--- config.mk ---
export PLATFORM = sky130hd
export DESIGN_NAME = dac_ser_slave
export DESIGN_NICKNAME = d
export VERILOG_FILES = /design/src/rtl/dac_ser_pkg.sv /design/src/rtl/dac_sig_sync.sv /design/src/rtl/dac_frame_shifter.sv /design/src/rtl/dac_reg_bank.sv /design/src/rtl/dac_ser_slave.sv
export SDC_FILE = /design/constraint.sdc
export NUM_CORES = 1
export LEC_CHECK = 0
export BUFFER_PORTS_ARGS = -buffer_cell sky130_fd_sc_hd__buf_4
export CORE_MARGIN = 2
export CORE_UTILIZATION = 64
export CTS_CLUSTER_DIAMETER = 80
export DETAILED_ROUTE_END_ITERATION = 10
export PLACE_DENSITY = 0.85
export SYNTH_ARGS = -nofsm -noshare
export SYNTH_HDL_FRONTEND = slang
export SYNTH_SLANG_ARGS = --single-unit
--- constraint.sdc ---
create_clock -name clk -period 14.5 [get_ports clk]
set_input_delay 2.175 -clock clk [delete_from_list [all_inputs] [get_ports clk]]
set_output_delay 2.175 -clock clk [all_outputs]
set_load 0.01 [all_outputs]
--- src/rtl/dac_ser_pkg.sv ---
package dac_ser_pkg;
  localparam int FRAME_BITS = 24;
  localparam int DATA_W     = 16;
  localparam int RD_BIT     = 23;
  localparam int SEL_HI     = 21;
  localparam int SEL_LO     = 19;
  localparam int CH_HI      = 18;
  localparam int CH_LO      = 16;
  localparam logic [2:0] SEL_CHAN = 3'b000;
  localparam logic [2:0] SEL_CTRL = 3'b011;
  localparam logic [2:0] CTRL_SDO = 3'b001;
endpackage

--- src/rtl/dac_sig_sync.sv ---
module dac_sig_sync #(
  parameter int N = 4,
  parameter logic [N-1:0] RST_VAL = '0
) (
  input  logic         clk,
  input  logic         rst_n,
  input  logic [N-1:0] d_i,
  output logic [N-1:0] lvl_o,
  output logic [N-1:0] rise_o,
  output logic [N-1:0] fall_o
);
  logic [N-1:0] meta_q, lvl_q, prev_q;

  for (genvar g = 0; g < N; g++) begin : g_bit
    always_ff @(posedge clk or negedge rst_n) begin
      if (!rst_n) begin
        meta_q[g] <= RST_VAL[g];
        lvl_q[g]  <= RST_VAL[g];
        prev_q[g] <= RST_VAL[g];
      end else begin
        meta_q[g] <= d_i[g];
        lvl_q[g]  <= meta_q[g];
        prev_q[g] <= lvl_q[g];
      end
    end
    assign rise_o[g] = lvl_q[g] & ~prev_q[g];
    assign fall_o[g] = ~lvl_q[g] & prev_q[g];
  end

  assign lvl_o = lvl_q;
endmodule

--- src/rtl/dac_frame_shifter.sv ---
module dac_frame_shifter #(
  parameter int FB = 24,
  parameter int CW = $clog2(FB + 2)
) (
  input  logic          clk,
  input  logic          rst_n,
  input  logic          sync_lvl_i,
  input  logic          sync_fall_i,
  input  logic          sync_rise_i,
  input  logic          sclk_fall_i,
  input  logic          sclk_rise_i,
  input  logic          sdin_i,
  input  logic          chain_i,
  input  logic          preload_vld_i,
  input  logic [FB-1:0] preload_i,
  output logic [FB-1:0] word_o,
  output logic [CW-1:0] cnt_o,
  output logic          commit_o,
  output logic          sdo_o
);
  localparam logic [CW-1:0] CNT_FULL = CW'(FB);
  localparam logic [CW-1:0] CNT_MAX  = CW'(FB + 1);

  logic [FB-1:0] sh_q, sh_d;
  logic [CW-1:0] cnt_q, cnt_d;
  logic          sdo_q, sdo_d;
  logic          upd;

  always_comb begin
    sh_d  = sh_q;
    cnt_d = cnt_q;
    sdo_d = sdo_q;
    if (sync_fall_i) begin
      cnt_d = '0;
      sh_d  = preload_vld_i ? preload_i : '0;
      sdo_d = sh_d[FB-1];
    end else if (!sync_lvl_i) begin
      if (sclk_fall_i) begin
        sh_d = {sh_q[FB-2:0], sdin_i};
        if (cnt_q != CNT_MAX) cnt_d = cnt_q + 1'b1;
      end
      if (sclk_rise_i) sdo_d = sh_q[FB-1];
    end
  end

  assign upd = sync_fall_i | (~sync_lvl_i & (sclk_fall_i | sclk_rise_i));

  always_ff @(posedge clk or negedge rst_n) begin
    if (!rst_n) begin
      sh_q  <= '0;
      cnt_q <= '0;
      sdo_q <= 1'b0;
    end else if (upd) begin
      sh_q  <= sh_d;
      cnt_q <= cnt_d;
      sdo_q <= sdo_d;
    end
  end

  assign commit_o = sync_rise_i & (chain_i ? (cnt_q >= CNT_FULL) : (cnt_q == CNT_FULL));
  assign word_o   = sh_q;
  assign cnt_o    = cnt_q;
  assign sdo_o    = sdo_q;
endmodule

--- src/rtl/dac_reg_bank.sv ---
module dac_reg_bank
  import dac_ser_pkg::*;
#(
  parameter int NCH = 4,
  parameter int DW  = 16,
  parameter int FB  = 24
) (
  input  logic              clk,
  input  logic              rst_n,
  input  logic              commit_i,
  input  logic [FB-1:0]     word_i,
  input  logic              sync_lvl_i,
  input  logic              sync_fall_i,
  input  logic              sync_rise_i,
  input  logic              ldac_fall_i,
  output logic [NCH*DW-1:0] in_flat_o,
  output logic [NCH*DW-1:0] dac_flat_o,
  output logic              rb_vld_o,
  output logic [FB-1:0]     rb_word_o,
  output logic              rb_active_o,
  output logic              sdo_dis_o
);
  logic [DW-1:0] in_q [NCH];
  logic [DW-1:0] in_d [NCH];
  logic [DW-1:0] dac_q [NCH];
  logic [DW-1:0] dac_d [NCH];
  logic          dis_q, dis_d, pend_q, pend_d, act_q, act_d;
  logic [FB-1:0] rbw_q, rbw_d;
  logic [2:0]    sel, chn;
  logic          rd_req, chn_ok;
  logic [DW-1:0] rd_val;

  assign sel    = word_i[SEL_HI:SEL_LO];
  assign chn    = word_i[CH_HI:CH_LO];
  assign rd_req = word_i[RD_BIT];
  assign chn_ok = int'(chn) < NCH;

  always_comb begin
    rd_val = '0;
    if (sel == SEL_CHAN) begin
      for (int c = 0; c < NCH; c++)
        if (int'(chn) == c) rd_val = in_q[c];
    end else if (sel == SEL_CTRL && chn == CTRL_SDO) begin
      rd_val = DW'(dis_q);
    end
  end

  always_comb begin
    for (int c = 0; c < NCH; c++) begin
      in_d[c]  = in_q[c];
      dac_d[c] = ldac_fall_i && sync_lvl_i ? in_q[c] : dac_q[c];
    end
    dis_d  = dis_q;
    pend_d = pend_q;
    act_d  = act_q;
    rbw_d  = rbw_q;
    if (sync_fall_i) begin
      act_d  = pend_q;
      pend_d = 1'b0;
    end
    if (sync_rise_i) act_d = 1'b0;
    if (commit_i) begin
      if (rd_req) begin
        pend_d = 1'b1;
        rbw_d  = {1'b0, word_i[FB-2:DW], rd_val};
      end else if (sel == SEL_CHAN && chn_ok) begin
        for (int c = 0; c < NCH; c++)
          if (int'(chn) == c) in_d[c] = word_i[DW-1:0];
      end else if (sel == SEL_CTRL && chn == CTRL_SDO) begin
        dis_d = word_i[0];
      end
    end
  end

  always_ff @(posedge clk or negedge rst_n) begin
    if (!rst_n) begin
      for (int c = 0; c < NCH; c++) begin
        in_q[c]  <= '0;
        dac_q[c] <= '0;
      end
      dis_q  <= 1'b0;
      pend_q <= 1'b0;
      act_q  <= 1'b0;
      rbw_q  <= '0;
    end else begin
      for (int c = 0; c < NCH; c++) begin
        in_q[c]  <= in_d[c];
        dac_q[c] <= dac_d[c];
      end
      dis_q  <= dis_d;
      pend_q <= pend_d;
      act_q  <= act_d;
      rbw_q  <= rbw_d;
    end
  end

  for (genvar g = 0; g < NCH; g++) begin : g_flat
    assign in_flat_o[g*DW +: DW]  = in_q[g];
    assign dac_flat_o[g*DW +: DW] = dac_q[g];
  end

  assign rb_vld_o    = pend_q;
  assign rb_word_o   = rbw_q;
  assign rb_active_o = act_q;
  assign sdo_dis_o   = dis_q;
endmodule

--- src/rtl/dac_ser_slave.sv ---
module dac_ser_slave
  import dac_ser_pkg::*;
#(
  parameter int NCH = 4,
  parameter int DW  = DATA_W,
  parameter int FB  = FRAME_BITS,
  parameter int CW  = $clog2(FB + 2)
) (
  input  logic              clk,
  input  logic              rst_n,
  input  logic              sclk_i,
  input  logic              sync_n_i,
  input  logic              sdin_i,
  input  logic              ldac_n_i,
  input  logic              chain_en_i,
  output logic              sdo_o,
  output logic              sdo_oe_o,
  output logic [NCH*DW-1:0] dac_code_o
);
  logic          rst_meta, rst_n_int;
  logic [3:0]    lvl, rise, fall;
  logic          sync_lvl, sync_fall, sync_rise, sclk_rise, sclk_fall, ldac_fall;
  logic          commit, rb_vld, rb_active, sdo_dis, sdo_q;
  logic [FB-1:0] word, rb_word;
  logic [CW-1:0] cnt;
  logic [NCH*DW-1:0] in_flat;

  always_ff @(posedge clk or negedge rst_n) begin
    if (!rst_n) begin
      rst_meta  <= 1'b0;
      rst_n_int <= 1'b0;
    end else begin
      rst_meta  <= 1'b1;
      rst_n_int <= rst_meta;
    end
  end

  dac_sig_sync #(.N(4), .RST_VAL(4'b1011)) i_sync (
    .clk(clk), .rst_n(rst_n_int),
    .d_i({ldac_n_i, sdin_i, sync_n_i, sclk_i}),
    .lvl_o(lvl), .rise_o(rise), .fall_o(fall)
  );

  assign sclk_rise = rise[0];
  assign sclk_fall = fall[0];
  assign sync_lvl  = lvl[1];
  assign sync_rise = rise[1];
  assign sync_fall = fall[1];
  assign ldac_fall = fall[3];

  dac_frame_shifter #(.FB(FB), .CW(CW)) i_shift (
    .clk(clk), .rst_n(rst_n_int),
    .sync_lvl_i(sync_lvl), .sync_fall_i(sync_fall), .sync_rise_i(sync_rise),
    .sclk_fall_i(sclk_fall), .sclk_rise_i(sclk_rise), .sdin_i(lvl[2]),
    .chain_i(chain_en_i), .preload_vld_i(rb_vld), .preload_i(rb_word),
    .word_o(word), .cnt_o(cnt), .commit_o(commit), .sdo_o(sdo_q)
  );

  dac_reg_bank #(.NCH(NCH), .DW(DW), .FB(FB)) i_bank (
    .clk(clk), .rst_n(rst_n_int),
    .commit_i(commit), .word_i(word),
    .sync_lvl_i(sync_lvl), .sync_fall_i(sync_fall), .sync_rise_i(sync_rise),
    .ldac_fall_i(ldac_fall),
    .in_flat_o(in_flat), .dac_flat_o(dac_code_o),
    .rb_vld_o(rb_vld), .rb_word_o(rb_word), .rb_active_o(rb_active),
    .sdo_dis_o(sdo_dis)
  );

  assign sdo_oe_o = ~sdo_dis | rb_active;
  assign sdo_o    = sdo_q & sdo_oe_o;
endmodule

==> qor.csv <==
metric,value,unit
fin nets,654,
drc violations,0,
Max Fclk,0.2599,GHz
Critical Path Max Stage Delay,1.06,ns
Longest Clk Path Bufs,2,
first-pass GRT wire length,26160,µm
CP arrival,4.13,ns
buffer count from post-CTS setup fixing,0,
Die Y,116.9,µm
initial antenna violation count,0,
syn nets,587,
Vias/cell,5.891,
Worst R2R Setup Slack,11.50,ns
setup TNS,0,ns
worst-path fanout max,27,
CTS buffer count,17,
GPL Wtd Cong,0.7942,
worst-path cell chain,buf_4 -> o21ai_2 -> or2b_1 -> o21ai_0,
Detailed Routing Iterations Pass 1,4,
hold bufs inserted after CTS,0,
maximum VDD drop,0.07920,mV
Die X,116.9,µm
"Slew Viols, Final",0,
multi-input combinational cell area,3039,µm²
DP HPWL,9924,µm
Worst R2R Start,i_sync.prev_q[1]$_DFF_PN1_,
Slowest cell on crit path,o21ai_2,
MaxCap Viol Count,0,
RR Endpoint,i_shift.word_o[9]$_DFFE_PN0P_,
"Primary FF master, synth",dfrtp_1,
relative slew slack,7.260,%
endpoints failing setup,0,
Synth Register Bits,197,
Tcrit/Tclk final,26.54,%
Power Density,111.5,nW/µm²
synthesized netlist cell count,573,
yosys warns,0,
Yosys cell types,46,
row cnt,41,
Fin. Hold Viols,0,
worst skew pair latency,0.44,ns
largest net degree at the start of global routing,77,
register area share after synthesis,60.57,%
core area,12520,µm²
DRT antenna net count,0,
RSZ-0062 raised after global routing,false,
Synth top cells by count,"188 x dfrtp_1, 154 x mux2_2, 42 x nand2_1",
initial drt markers,353,
Seq. cell area,4945,µm²
Leak,4.695,nW
port bufs,72,
Least-Margin Pin Slew,1.391,ns
Final Power,0.001050,W
Initial Util,65.17,%
synthesized area per cell,14.24,µm²
Startpoint Class,primary input,
CTS tree,built,
Area contributors post-synth,"dfrtp_1 58%, mux2_2 21%, mux2i_1 3.1%",
CP Capture Type,flip-flop,
Final WS setup,10.65,ns
n_diodes,0,
R2R depth,4,
Worst-path clk slew,0.07,ns
clk sinks,197,
Yosys top cell by area,dfrtp_1,
most common cell in the netlist,dfrtp_1,
die area,13670,µm²
crit-path leading delay family,compound AO/OA/AOI/OAI gates,
# fillers,803,
Layout area overhead,15.41,%
WP data required,14.79,ns
GRT overflow,0,
pre-CTS worst setup slack,10.32,ns
"EDFF count, synth",0,
clk_skew,0.009529,ns
Tmin final,3.848,ns
status,"complete, no violations",
worst min path class,flip-flop to asynchronous set/reset pin,
cell area after synthesis,8158,µm²
Boundary Pins,73,
routed wire length,16210,µm
vias in the first global route,5041,
start-to-end type of the worst setup path,primary input to flip-flop,
via count,4860,
wire length per cell,19.65,µm
share of the synthesized area in the top cell type,57.67,%
Post-synth ARST share,100.0,%
cts repair resizes,0,
layout cells sized above 1,44.87,%
Total GRT Usage,25.54,%
# H-tree levels,4,
root buffer cell,clkbuf_16,
CP bufs+invs,1,
-- cell type report --
cell class	count	share of cell area [%]
Inverter	8	0.3189
Sequential cell	197	52.52
Multi-Input combinational cell	337	32.28
Tap cell	172	2.286
Timing Repair Buffer	79	6.299
Clock inverter	11	1.302
Clock buffer	21	4.997
-- sequential cells by signal, summed over array words and instances, names as in the netlist --
register            count
i_bank.dac_flat_o      64
i_shift.cnt_o           5
rst_n_int               1
i_bank.rb_vld_o         1
i_shift.word_o         24
i_shift.sdo_o           1
i_sync.lvl_o            4
i_sync.prev_q           3
i_bank.in_flat_o       64
i_bank.sdo_dis_o        1
i_bank.rb_active_o      1
i_bank.rb_word_o       23
rst_meta                1
i_sync.meta_q           4
-- metrics by stage --
step | instances | hold WS [ns] | util, % | instance area [µm²]
6_report | 825 | 0.3379 | 75.22 | 9415
5_1_grt | 825 | 0.3586 | 75.22 | 9415
4_1_cts | 825 | 0.3521 | 75.22 | 9415
3_5_place_dp | 793 | 0.3373 | 70.48 | 8822
3_3_place_gp | 793 | 0.3348 | 70.48 | 8822
2_1_floorplan | 573 | 0.3312 | - | 8158
-- cells in the final DEF, fill, tap and decap left out, types with 2 or more instances in the layout --
master	synthesis	final
nand2b_1	2	2
nor3b_2	1	2
a21oi_1	2	2
clkinv_2	0	4
xor2_1	2	2
clkbuf_8	0	3
nor2b_1	2	2
inv_6	0	2
dfstp_2	9	9
bufinv_16	0	2
nand4_1	2	2
mux2_4	10	10
inv_1	8	8
nand3_1	4	4
o22ai_1	14	14
mux4_2	2	2
mux2i_1	25	25
buf_4	1	79
o21ai_0	40	40
ha_1	7	7
nor2_1	7	7
clkbuf_16	0	17
nand2_1	42	42
dfrtp_1	188	187
clkinv_4	0	2
mux2_2	154	154
-- cell families (layout without fill, tap and decap cells) --
logic type / count (synthesis) / after routing / share of synthesized area [%]
xor+xnor: 3 / 3 / 0.3221
mux: 191 / 191 / 26.72
simple gates: 74 / 74 / 4.694
other cells: 1 / 1 / 0.04597
buf+inv: 39 / 119 / 2.285
fa+ha+maj: 7 / 7 / 1.074
flops: 197 / 197 / 60.57
compound gates: 61 / 61 / 4.294
-- worst max-delay path by stage --
stage,start,to,cells after the start
2_1_floorplan,rst_n_int$_DFF_PN0_,i_bank.dac_flat_o[0]$_DFFE_PN0P_,0
3_3_place_gp,chain_en_i,i_bank.rb_word_o[9]$_DFFE_PN0P_,4
3_5_place_dp,chain_en_i,i_bank.rb_word_o[7]$_DFFE_PN0P_,4
4_1_cts,chain_en_i,i_bank.rb_word_o[11]$_DFFE_PN0P_,4
5_1_grt,chain_en_i,i_bank.rb_word_o[8]$_DFFE_PN0P_,4
6_report,chain_en_i,i_bank.rb_word_o[12]$_DFFE_PN0P_,4
-- routing by layer --
layer  wire length [µm]  vias to the layer above  track usage, %  part of all wire [%]
met3                871                       30           4.840                   5.4
met4                305                        0           11.29                   1.9
met2               8322                      158           41.89                    51
li1                   -                     2165               -                     -
met1               6709                     2507           33.69                    41
met5                  0                        -               0                     0
-- where the power goes --
group / internal [W] / switching (W) / leakage, nW
combinational: 0.00000654 / 0.0000162 / 1.69
clock: 0.000268 / 0.000201 / 0.294
sequential: 0.000553 / 0.00000448 / 2.71
(Power assumes the default switching activity.)
